<file path="src/rtl/flash_rd_path.sv">
module flash_rd_path #(
  parameter int AW = 17,
  parameter logic [7:0] MFR_CODE = 8'hDA,
  parameter logic [7:0] DEV_CODE = 8'hC1
) (
  input  logic          clk,
  input  logic          rst_n,
  input  logic          ce_n,
  input  logic          oe_n,
  input  logic [AW-1:0] addr,
  input  logic [7:0]    array_q,
  input  logic          id_sel,
  input  logic          prog_busy,
  input  logic          erase_busy,
  input  logic [7:0]    last_byte,
  output logic [7:0]    dq_out,
  output logic          dq_oe
);

  logic rd, rd_q, busy, tgl, tgl_nxt, poll_bit;
  logic [7:0] id_byte, byte_nxt;

  assign rd       = ~ce_n & ~oe_n;
  assign busy     = prog_busy | erase_busy;
  assign tgl_nxt  = (rd & ~rd_q & busy) ? ~tgl : tgl;
  assign poll_bit = erase_busy ? 1'b0 : ~last_byte[7];
  assign id_byte  = (addr == '0)      ? MFR_CODE :
                    (addr == AW'(1))  ? DEV_CODE : 8'h00;

  always_comb begin
    if (!rd)         byte_nxt = 8'h00;
    else if (busy)   byte_nxt = {poll_bit, tgl_nxt, array_q[5:0]};
    else if (id_sel) byte_nxt = id_byte;
    else             byte_nxt = array_q;
  end

  always_ff @(posedge clk or negedge rst_n) begin
    if (!rst_n) begin
      rd_q   <= 1'b0;
      tgl    <= 1'b0;
      dq_oe  <= 1'b0;
      dq_out <= 8'h00;
    end else begin
      rd_q   <= rd;
      tgl    <= tgl_nxt;
      dq_oe  <= rd;
      dq_out <= byte_nxt;
    end
  end

  assert_idle_bus_R1: assert property (@(posedge clk) disable iff (!rst_n)
    !dq_oe |-> dq_out == 8'h00);

  assert_prog_poll_R3: assert property (@(posedge clk) disable iff (!rst_n)
    (rd && prog_busy && !erase_busy) |=> dq_out[7] == ~$past(last_byte[7]));

  assert_toggle_hold_R5: assert property (@(posedge clk) disable iff (!rst_n)
    (rd && rd_q && busy && dq_oe) |=> dq_out[6] == $past(dq_out[6]));

  assert_erase_poll_R7: assert property (@(posedge clk) disable iff (!rst_n)
    (rd && erase_busy) |=> !dq_out[7]);

  assert_id_code_R8: assert property (@(posedge clk) disable iff (!rst_n)
    (rd && id_sel && !busy && addr == '0) |=> dq_out == MFR_CODE);

  assert_stat_low_R10: assert property (@(posedge clk) disable iff (!rst_n)
    (rd && busy) |=> dq_out[5:0] == $past(array_q[5:0]));

endmodule

</file>
<file path="config.mk">
export PLATFORM = sky130hd
export DESIGN_NAME = flash_rd_path
export DESIGN_NICKNAME = d
export VERILOG_FILES = /design/src/rtl/flash_rd_path.sv
export SDC_FILE = /design/constraint.sdc
export NUM_CORES = 1
export LEC_CHECK = 0
export BUFFER_PORTS_ARGS = -buffer_cell sky130_fd_sc_hd__buf_2
export CORE_MARGIN = 5
export CORE_UTILIZATION = 32
export DETAILED_ROUTE_END_ITERATION = 8
export HOLD_SLACK_MARGIN = 0.1
export PLACE_DENSITY = 0.76
export RECOVER_POWER = 25
export SLEW_MARGIN = 10
export SYNTH_ARGS = -nofsm -noshare
export SYNTH_HDL_FRONTEND = slang
export SYNTH_SLANG_ARGS = --single-unit
</file>
<file path="constraint.sdc">
create_clock -name clk -period 1 [get_ports clk]
set_input_delay 0.2 -clock clk [delete_from_list [all_inputs] [get_ports clk]]
set_output_delay 0.2 -clock clk [all_outputs]
set_load 0.05 [all_outputs]
</file>
==> impl_metrics.csv, run 1 <==
group,metric,value,unit
timing,tightest_slew,547,ps
finish,syn2layout_area_growth,98.9,%
timing,layout_min_cycle_time,1070,ps
clock_network,htreeDepth,1,
worst_setup_path,rr_worst_depth,2,
worst_setup_path,slowest_delay,430,ps
hold_path,min_path_cells,3,
die,start_util,33.9,%
placement,portBuffers,41,
timing,setup_ws,-68.9,ps
finish,drive_gt1_share,67.0,%
die,io-pin-count,49,
synthesis,ys_types,17,
detailed_routing,wl,1630,um
power_and_ir_drop,leakage,0.434,nW
synthesis,syn_inst,41,
worst_setup_path,cp-start-kind,"flip-flop",
power_and_ir_drop,total_power,1.16,mW
detailed_routing,viasPerCell,5.04,
timing,setup_viol,8,
placement,place_area,728,um2
grt,overflow,0,
finish,multiInputGateArea,235,um2
worst_setup_path,cp.buffers_inverters,1,
worst_setup_path,critPathMaxFanout,3,
clock_network,cts_tree,"built",
timing,fin_skew,6.74,ps
timing,drv_slew,0,
status,violations,"setup timing",
worst_setup_path,critical_path_depth,1,
detailed_routing,wl_per_cell,15.0,um
detailed_routing,drt_iter0_markers,7,
grt,grt_use_total,16.0,%
die,chipWidth,47.2,um
timing,rsz0062_at_grt,"yes",
clock_network,cts_sinks,10,
clock_network,cts.clk_slew.worst_paths,80,ps
power_and_ir_drop,ir_drop,0.820,mV
clock_network,clockRootBuffer,"clkbuf_4",
run,cap_viol_max_count,0,
detailed_routing,via_count,549,
worst_setup_path,crit_type,"flip-flop to primary output",
placement,dp_hpwl,1180,um
clock_network,cts_buffer_depth,2,
timing,finalHoldViolations,0,
worst_setup_path,critPathRequiredTime,800,ps
grt,grt_pass1_wl,2350,um
power_and_ir_drop,p_per_area,1320,nW/um2
worst_setup_path,critPathSlowestCell,"dfrtp_2",
placement,gp_congestion,0.812,
die,floorplan.die_area,2220,um2
die,row_count,13,
worst_setup_path,path_delay_family,"flip-flops",
hold_path,min_path_type,"input port to flip-flop",
synthesis,synth-warning-count,0,
clock_network,numCtsBuffers,3,
worst_setup_path,crit_arrival,870,ps
finish,seqCellArea,251,um2
synthesis,ys_seq_elements,10,
die,coreArea,1300,um2
finish,num_antenna_cells,0,
status,status,"finished with violations",
synthesis,synth_seq_area_share,56.7,%
clock_network,clkLatencyLatePin,280,ps
synthesis,synth_nets,81,
timing,fmax,936,MHz
finish,fillers,115,
synthesis,netlist_area,442,um2
timing,finalCritPeriodShare,107,%
finish,final_nets,135,
timing,max-slew-margin-rel,63.6,%
detailed_routing,drc,0,
detailed_routing,first_pass_iters,2,
grt,antenna_found_initial,0,
die,die_h,47.2,um
timing,setup_tns,-242,ps
grt,grt_max_degree,11,
worst_setup_path,crit_path_cell_trace,"buf_6",
finish,utilization,67.5,%
worst_setup_path,cp-end-kind,"primary output",
synthesis,synth.avg_cell_area,10.8,um2
detailed_routing,ant_nets,0,
grt,grt_pass1_vias,563,
finish,design_area,878,um2
## Yosys cell counts
cell      instances  area, um2
or4_4             1       11.3
or4_1             1       7.51
and3_1            2       12.5
o311ai_0          1       8.76
nor4_1            5       31.3
dfrtp_1          10        250
buf_2             1       5.00
o21ai_1           4       20.0
xnor2_1           1       8.76
o211ai_1          1       7.51
xor2_1            1       8.76
a41oi_1           1       8.76
nand3_1           4       20.0
or3b_1            1       8.76
a21oi_1           1       5.00
nand4_1           2       12.5
nor2_1            4       15.0
## logic make-up after synthesis
kind of cell / count (synthesis) / share of synthesized area [%]
AO/OA/AOI/OAI: 8 / 11.3
XOR/XNOR: 2 / 3.97
buffers and inverters: 1 / 1.13
flip-flops: 10 / 56.7
AND/OR/NAND/NOR: 20 / 26.9
## routing by layer
metal  global-route usage, %  share of wire, %  vias up
met5                       0                 0        -
met4                    9.39               2.0        0
met3                    6.90               7.0        4
met2                    27.4                55       22
met1                    16.0                36      257
li1                        -                 -      266
## worst paths after layout
check / end / slack, ps / from
worst max register to register: tgl / 70 / rd_q
worst min-delay path: dq_out[3] / 160 / array_q[3]
worst max-delay path: dq_oe / -70 / rd_q
min in group asynchronous: dq_out[7] / 410 / rst_n
worst min register to register: tgl / 500 / tgl
max in group asynchronous: rd_q / 190 / rst_n
## placed cells by master (no fill, tap or decap), types with 2 or more instances in the layout
master,synthesis,layout
buf_2,1,30
nand4_1,2,2
o21ai_1,4,2
and3_1,2,2
buf_4,0,8
dfrtp_1,10,9
clkbuf_4,0,3
o21ai_2,0,2
nor2_1,4,4
nor4_2,0,5
nand3_1,4,4
buf_6,0,10
## sequential cells by signal, summed over array words and instances, names as in the netlist
signal	cells
rd_q	1
tgl	1
dq_out	8
## area by class of cell
class | instances | share of cell area, %
timing repair buffer | 50 | 38.3
sequential | 10 | 28.6
multi-input combinational | 30 | 26.8
clock buffer | 4 | 4.13
tap | 15 | 2.14
## stage by stage
step / std cells / worst slack, ps / hold slack (ps)
after global placement: 104 / -323 / 67.0
after CTS: 109 / -84.9 / 146
after detailed placement: 104 / -340 / 74.4
final: 109 / -68.9 / 156
after floorplan: 41 / -313 / -95.6
after global routing: 109 / -104 / 148
## power breakdown
group	total [mW]	switching [mW]	leakage, nW	internal, mW
registers	0.470	0.0268	0.131	0.443
logic	0.304	0.158	0.281	0.146
clock network	0.382	0.161	0.0210	0.222
## what timing repair did
| action | in CTS | in global routing |
|---|---|---|
| cloned | 0 | 0 |
| pin swaps | 1 | 2 |
| endpoints found under the setup margin | 12 | 14 |
| gates resized for setup | 20 | 7 |
| endpoints found under the hold margin | 10 | 0 |
| buffers inserted | 0 | 0 |
| hold buffers | 1 | 0 |
## tightest hold or removal path: cells and delay by family
family,cells,cell delay (ps)
buffers and inverters,1,80
AND/OR/NAND/NOR,1,70
AO/OA/AOI/OAI,1,60
Note: power is estimated with default switching activity, not from simulation.
==> inputs of run 2 (changes only) <==
--- a/config.mk
+++ b/config.mk
@@ -7,10 +7,10 @@
 export LEC_CHECK = 0
 export BUFFER_PORTS_ARGS = -buffer_cell sky130_fd_sc_hd__buf_2
 export CORE_MARGIN = 5
-export CORE_UTILIZATION = 32
+export CORE_UTILIZATION = 34
 export DETAILED_ROUTE_END_ITERATION = 8
 export HOLD_SLACK_MARGIN = 0.1
-export PLACE_DENSITY = 0.76
+export PLACE_DENSITY = 0.8
 export RECOVER_POWER = 25
 export SLEW_MARGIN = 10
 export SYNTH_ARGS = -nofsm -noshare
==> constraint.sdc (replaced) <==
create_clock -name clk -period 1.3 [get_ports clk]
set_input_delay 0.26 -clock clk [delete_from_list [all_inputs] [get_ports clk]]
set_output_delay 0.26 -clock clk [all_outputs]
set_load 0.05 [all_outputs]
==> impl_metrics.csv, run 2 (synthesis results as in run 1) <==
group,metric,value,unit
status,status,"complete, no violations",
grt,grt_pass1_wl,2210,um
worst_setup_path,crit_arrival,930,ps
detailed_routing,drc,0,
worst_setup_path,r2r-start,"rd_q",
worst_setup_path,crit_type,"flip-flop to primary output",
grt,grt_max_degree,11,
worst_setup_path,cp-startpoint,"rd_q",
timing,drv_slew,0,
run,cap_viol_max_count,0,
hold_path,min-delay-start,"array_q[1]",
timing,fmax,841,MHz
clock_network,htreeDepth,1,
detailed_routing,first_pass_iters,4,
detailed_routing,drt_iter0_markers,4,
worst_setup_path,rr_worst_depth,2,
finish,reg_top3,"dq_out: 8 flops, rd_q: 1 flops, tgl: 1 flops",
finish,drive_gt1_share,53.8,%
timing,finalCritPeriodShare,91.5,%
timing,setup_viol,0,
worst_setup_path,rrSetupSlack,340,ps
die,chipWidth,46.0,um
die,start_util,34.8,%
timing,rsz0062_at_grt,"no",
finish,final_common_cell,"buf_2",
worst_setup_path,critPathSlowestCell,"dfrtp_1",
finish,utilization,58.5,%
clock_network,cts.clk_slew.worst_paths,70,ps
grt,antenna_found_initial,0,
clock_network,numCtsBuffers,3,
placement,place_area,698,um2
power_and_ir_drop,p_per_area,1120,nW/um2
placement,dp_hpwl,1160,um
timing,tightest_slew,543,ps
detailed_routing,via_count,528,
detailed_routing,viasPerCell,4.98,
clock_network,cts_buffer_depth,2,
worst_setup_path,path_delay_family,"flip-flops",
die,die_h,46.0,um
finish,final_cell_mix,"buf_2 (39), dfrtp_1 (10), nor4_1 (5), buf_4 (5)",
placement,portBuffers,41,
grt,grt_use_total,15.4,%
worst_setup_path,critPathRequiredTime,1040,ps
hold_path,min_to,"dq_out[1]",
worst_setup_path,slowest_delay,390,ps
die,floorplan.die_area,2120,um2
detailed_routing,wl,1440,um
die,coreArea,1270,um2
worst_setup_path,cp-start-kind,"flip-flop",
clock_network,cts_tree,"built",
worst_setup_path,critPathMaxFanout,3,
timing,finalHoldViolations,0,
die,row_count,13,
power_and_ir_drop,ir_drop,0.560,mV
finish,num_antenna_cells,0,
power_and_ir_drop,total_power,0.830,mW
finish,largest_register_ffs,8,
worst_setup_path,cp-end-kind,"primary output",
worst_setup_path,crit_path_cell_trace,"buf_2",
timing,setup_tns,0,ps
placement,gp_congestion,0.729,
hold_path,min_path_type,"input port to flip-flop",
worst_setup_path,cp.buffers_inverters,1,
timing,layout_min_cycle_time,1190,ps
clock_network,clkLatencyLatePin,260,ps
finish,syn2layout_area_growth,68.0,%
finish,top_register,"dq_out",
hold_path,min_path_cells,3,
power_and_ir_drop,leakage,0.399,nW
clock_network,clockRootBuffer,"clkbuf_4",
clock_network,post_cts_buffers,0,
die,io-pin-count,49,
finish,design_area,742,um2
finish,final_nets,132,
timing,fin_skew,5.42,ps
clock_network,cts_sinks,10,
grt,grt_pass1_vias,546,
detailed_routing,wl_per_cell,13.6,um
worst_setup_path,r2r-end,"tgl",
timing,max-slew-margin-rel,63.8,%
grt,overflow,0,
detailed_routing,ant_nets,0,
## run 2: cell count changes in the layout (fill, tap and decap cells not counted), sizes merged
cell	previous run	this run
clkbuf	5	6
buf	48	44
## run 2: routing by layer
metal / wire (um) / track usage, % / vias to the layer above
li1: - / - / 260
met1: 492 / 14.0 / 238
met2: 767 / 29.1 / 26
met3: 161 / 4.74 / 4
met4: 17 / 8.52 / 0
met5: 0 / 0 / -
## run 2: how the worst max path moves through the flow
stage,cells past startpoint,end
after floorplan,4,dq_out[1]
after global placement,4,dq_out[3]
after detailed placement,4,dq_out[3]
after CTS,1,dq_oe
after global routing,5,dq_out[6]
final,1,dq_oe
## run 2: area by class of cell
type | count | area, um2
Sequential cell | 10 | 250
Clock buffer | 4 | 36.3
Tap cell | 15 | 18.8
Fill cell | 114 | 527
Timing Repair Buffer | 47 | 250
Multi-Input combinational cell | 30 | 186
## run 2: worst reg2reg max path, cell delays in order (launching register included)
cell and delay (ps):
dfrtp_1 410, nor4_1 290, xor2_1 190
## run 2: metrics by stage
stage / worst slack [ps] / std cells / hold WS, ps
after floorplan: -73.2 / 41 / -35.6
after CTS: 106 / 106 / 225
after detailed placement: -132 / 101 / 135
after global placement: -102 / 101 / 123
after global routing: 61.4 / 106 / 226
final: 111 / 106 / 230
## run 2: what timing repair did
| item | CTS | global route |
|---|---|---|
| hold endpoints to repair | 10 | 0 |
| resized for setup | 0 | 0 |
| hold buffers | 1 | 0 |
## run 2: where the power goes
part,switching (mW),total [mW],internal (mW)
Clock,0.108,0.278,0.170
Combinational,0.110,0.193,0.0833
Sequential,0.0185,0.359,0.341
Total,0.236,0.830,0.594
==> inputs of run 3 (changes only) <==
--- a/config.mk
+++ b/config.mk
@@ -7,10 +7,10 @@
 export LEC_CHECK = 0
 export BUFFER_PORTS_ARGS = -buffer_cell sky130_fd_sc_hd__buf_2
 export CORE_MARGIN = 5
-export CORE_UTILIZATION = 34
+export CORE_UTILIZATION = 32
 export DETAILED_ROUTE_END_ITERATION = 8
 export HOLD_SLACK_MARGIN = 0.1
-export PLACE_DENSITY = 0.8
+export PLACE_DENSITY = 0.76
 export RECOVER_POWER = 25
 export SLEW_MARGIN = 10
 export SYNTH_ARGS = -nofsm -noshare
==> constraint.sdc (replaced) <==
create_clock -name clk -period 1.15 [get_ports clk]
set_input_delay 0.23 -clock clk [delete_from_list [all_inputs] [get_ports clk]]
set_output_delay 0.23 -clock clk [all_outputs]
set_load 0.1 [all_outputs]
==> impl_metrics.csv, run 3 (synthesis results as in run 1) <==
group,metric,value,unit
status,status,"finished with violations",
status,violations,"setup timing",
grt,grt_max_degree,11,
detailed_routing,drc,0,
clock_network,cts_tree,"built",
power_and_ir_drop,leakage,0.445,nW
die,start_util,33.9,%
finish,num_antenna_cells,0,
worst_setup_path,cp-start-kind,"flip-flop",
die,coreArea,1300,um2
timing,fin_skew,2.31,ps
detailed_routing,ant_nets,0,
worst_setup_path,path_delay_family,"flip-flops",
worst_setup_path,crit_type,"flip-flop to primary output",
grt,overflow,0,
worst_setup_path,rrSetupSlack,40,ps
timing,rsz0062_at_grt,"yes",
worst_setup_path,crit_path_cell_trace,"buf_12",
clock_network,htreeDepth,1,
finish,reg_top3,"dq_out: 8 flops, rd_q: 1 flops, tgl: 1 flops",
worst_setup_path,r2r-start,"rd_q",
worst_setup_path,crit_arrival,950,ps
hold_path,min_to,"dq_out[5]",
timing,drv_slew,0,
placement,dp_hpwl,1230,um
power_and_ir_drop,p_seq_share,38.4,%
worst_setup_path,cp-end-kind,"primary output",
power_and_ir_drop,p_per_area,1180,nW/um2
finish,top_register,"dq_out",
die,chipWidth,47.2,um
worst_setup_path,r2r-end,"dq_out[6]",
timing,setup_ws,-30.8,ps
finish,largest_register_ffs,8,
clock_network,clkLatencyLatePin,270,ps
power_and_ir_drop,p_comb_share,31.3,%
grt,grt_use_total,16.1,%
detailed_routing,drt_iter0_markers,11,
power_and_ir_drop,pwr-share-clk,30.2,%
power_and_ir_drop,ir_drop,0.856,mV
worst_setup_path,critPathSlowestCell,"dfrtp_4",
finish,final_nets,134,
finish,syn2layout_area_growth,107,%
worst_setup_path,critPathRequiredTime,920,ps
timing,finalHoldViolations,0,
die,row_count,13,
finish,drive_gt1_share,59.1,%
die,io-pin-count,49,
timing,finalCritPeriodShare,103,%
hold_path,min_path_type,"input port to flip-flop",
timing,layout_min_cycle_time,1180,ps
worst_setup_path,rr_worst_depth,4,
worst_setup_path,critPathMaxFanout,2,
hold_path,min_path_cells,2,
worst_setup_path,slowest_delay,500,ps
die,die_h,47.2,um
power_and_ir_drop,p_sw,0.354,mW
finish,final_common_cell,"buf_2",
timing,max-slew-margin-rel,63.8,%
finish,design_area,916,um2
detailed_routing,wl_per_cell,13.4,um
clock_network,cts.clk_slew.worst_paths,70,ps
clock_network,numCtsBuffers,3,
timing,fmax,847,MHz
timing,setup_viol,1,
finish,fillers,111,
hold_path,min-delay-start,"array_q[5]",
worst_setup_path,cp.buffers_inverters,1,
grt,grt_pass1_vias,586,
placement,gp_congestion,0.704,
timing,tightest_slew,544,ps
detailed_routing,wl,1450,um
detailed_routing,first_pass_iters,2,
die,floorplan.die_area,2220,um2
power_and_ir_drop,p_int,0.728,mW
detailed_routing,via_count,533,
detailed_routing,viasPerCell,4.94,
clock_network,cts_sinks,10,
grt,grt_pass1_wl,2380,um
grt,antenna_found_initial,0,
placement,place_area,851,um2
power_and_ir_drop,p_sw_share,32.7,%
placement,portBuffers,41,
placement,pre_cts_slack,-252,ps
clock_network,clockRootBuffer,"clkbuf_4",
run,cap_viol_max_count,0,
clock_network,cts_buffer_depth,2,
finish,final_cell_mix,"buf_2 (31), dfrtp_1 (9), buf_12 (9), buf_4 (7)",
run 3: changes by cell type in the layout (fill, tap and decap cells not counted), sizes merged:
| cell | delta |
|---|---|
| clkbuf | -1 |
| buf | +3 |
run 3: final cells by class:
class                   instances  area [um2]  share of cell area [%]
multi-input cells              30         205                    22.4
clock buffers                   4        36.3                    3.96
well taps                      15        18.8                    2.05
repair buffers                 49         402                    43.9
flip-flops and latches         10         254                    27.7
run 3: worst max-delay path by stage:
stage,from,endpoint,slack (ps),depth (start not counted)
6_report,rd_q,dq_oe,-30,1
5_1_grt,rd_q,dq_oe,-60,1
4_1_cts,rd_q,dq_oe,-30,1
3_5_place_dp,prog_busy,dq_out[3],-250,4
3_3_place_gp,prog_busy,dq_out[4],-210,4
2_1_floorplan,prog_busy,dq_out[1],-190,4
run 3: timing repair:
action                                  in CTS  in global routing
gates resized for setup                      0                  2
hold buffers                                 1                  0
buffers inserted                             1                  0
pin swaps                                    0                  1
hold endpoints to repair                    10                  0
endpoints found under the setup margin       1                  3
run 3: through the flow:
stage	total power, mW	cells	util (%)	hold WS (ps)	TNS [ps]
2_1_floorplan	0.585	41	-	-65.6	-579
4_1_cts	1.09	108	69.5	182	-33.9
3_3_place_gp	0.746	102	65.4	92.9	-995
5_1_grt	1.14	108	70.4	182	-100
3_5_place_dp	0.756	102	65.4	103	-1130
6_report	1.08	108	70.4	186	-30.8
run 3: power by group through the flow:
stage	Clock [mW]	Combinational, mW	Sequential (mW)
2_1_floorplan	0	0.0572	0.528
3_3_place_gp	0	0.323	0.423
3_5_place_dp	0	0.331	0.424
4_1_cts	0.338	0.338	0.416
5_1_grt	0.360	0.361	0.422
6_report	0.327	0.339	0.416
run 3: routing by layer:
| metal | part of all wire [%] | track usage [%] |
|---|---|---|
| met1 | 33 | 15.1 |
| met2 | 57 | 30.6 |
| met3 | 8.0 | 6.13 |
| met4 | 1.7 | 6.63 |
| met5 | 0 | 0 |
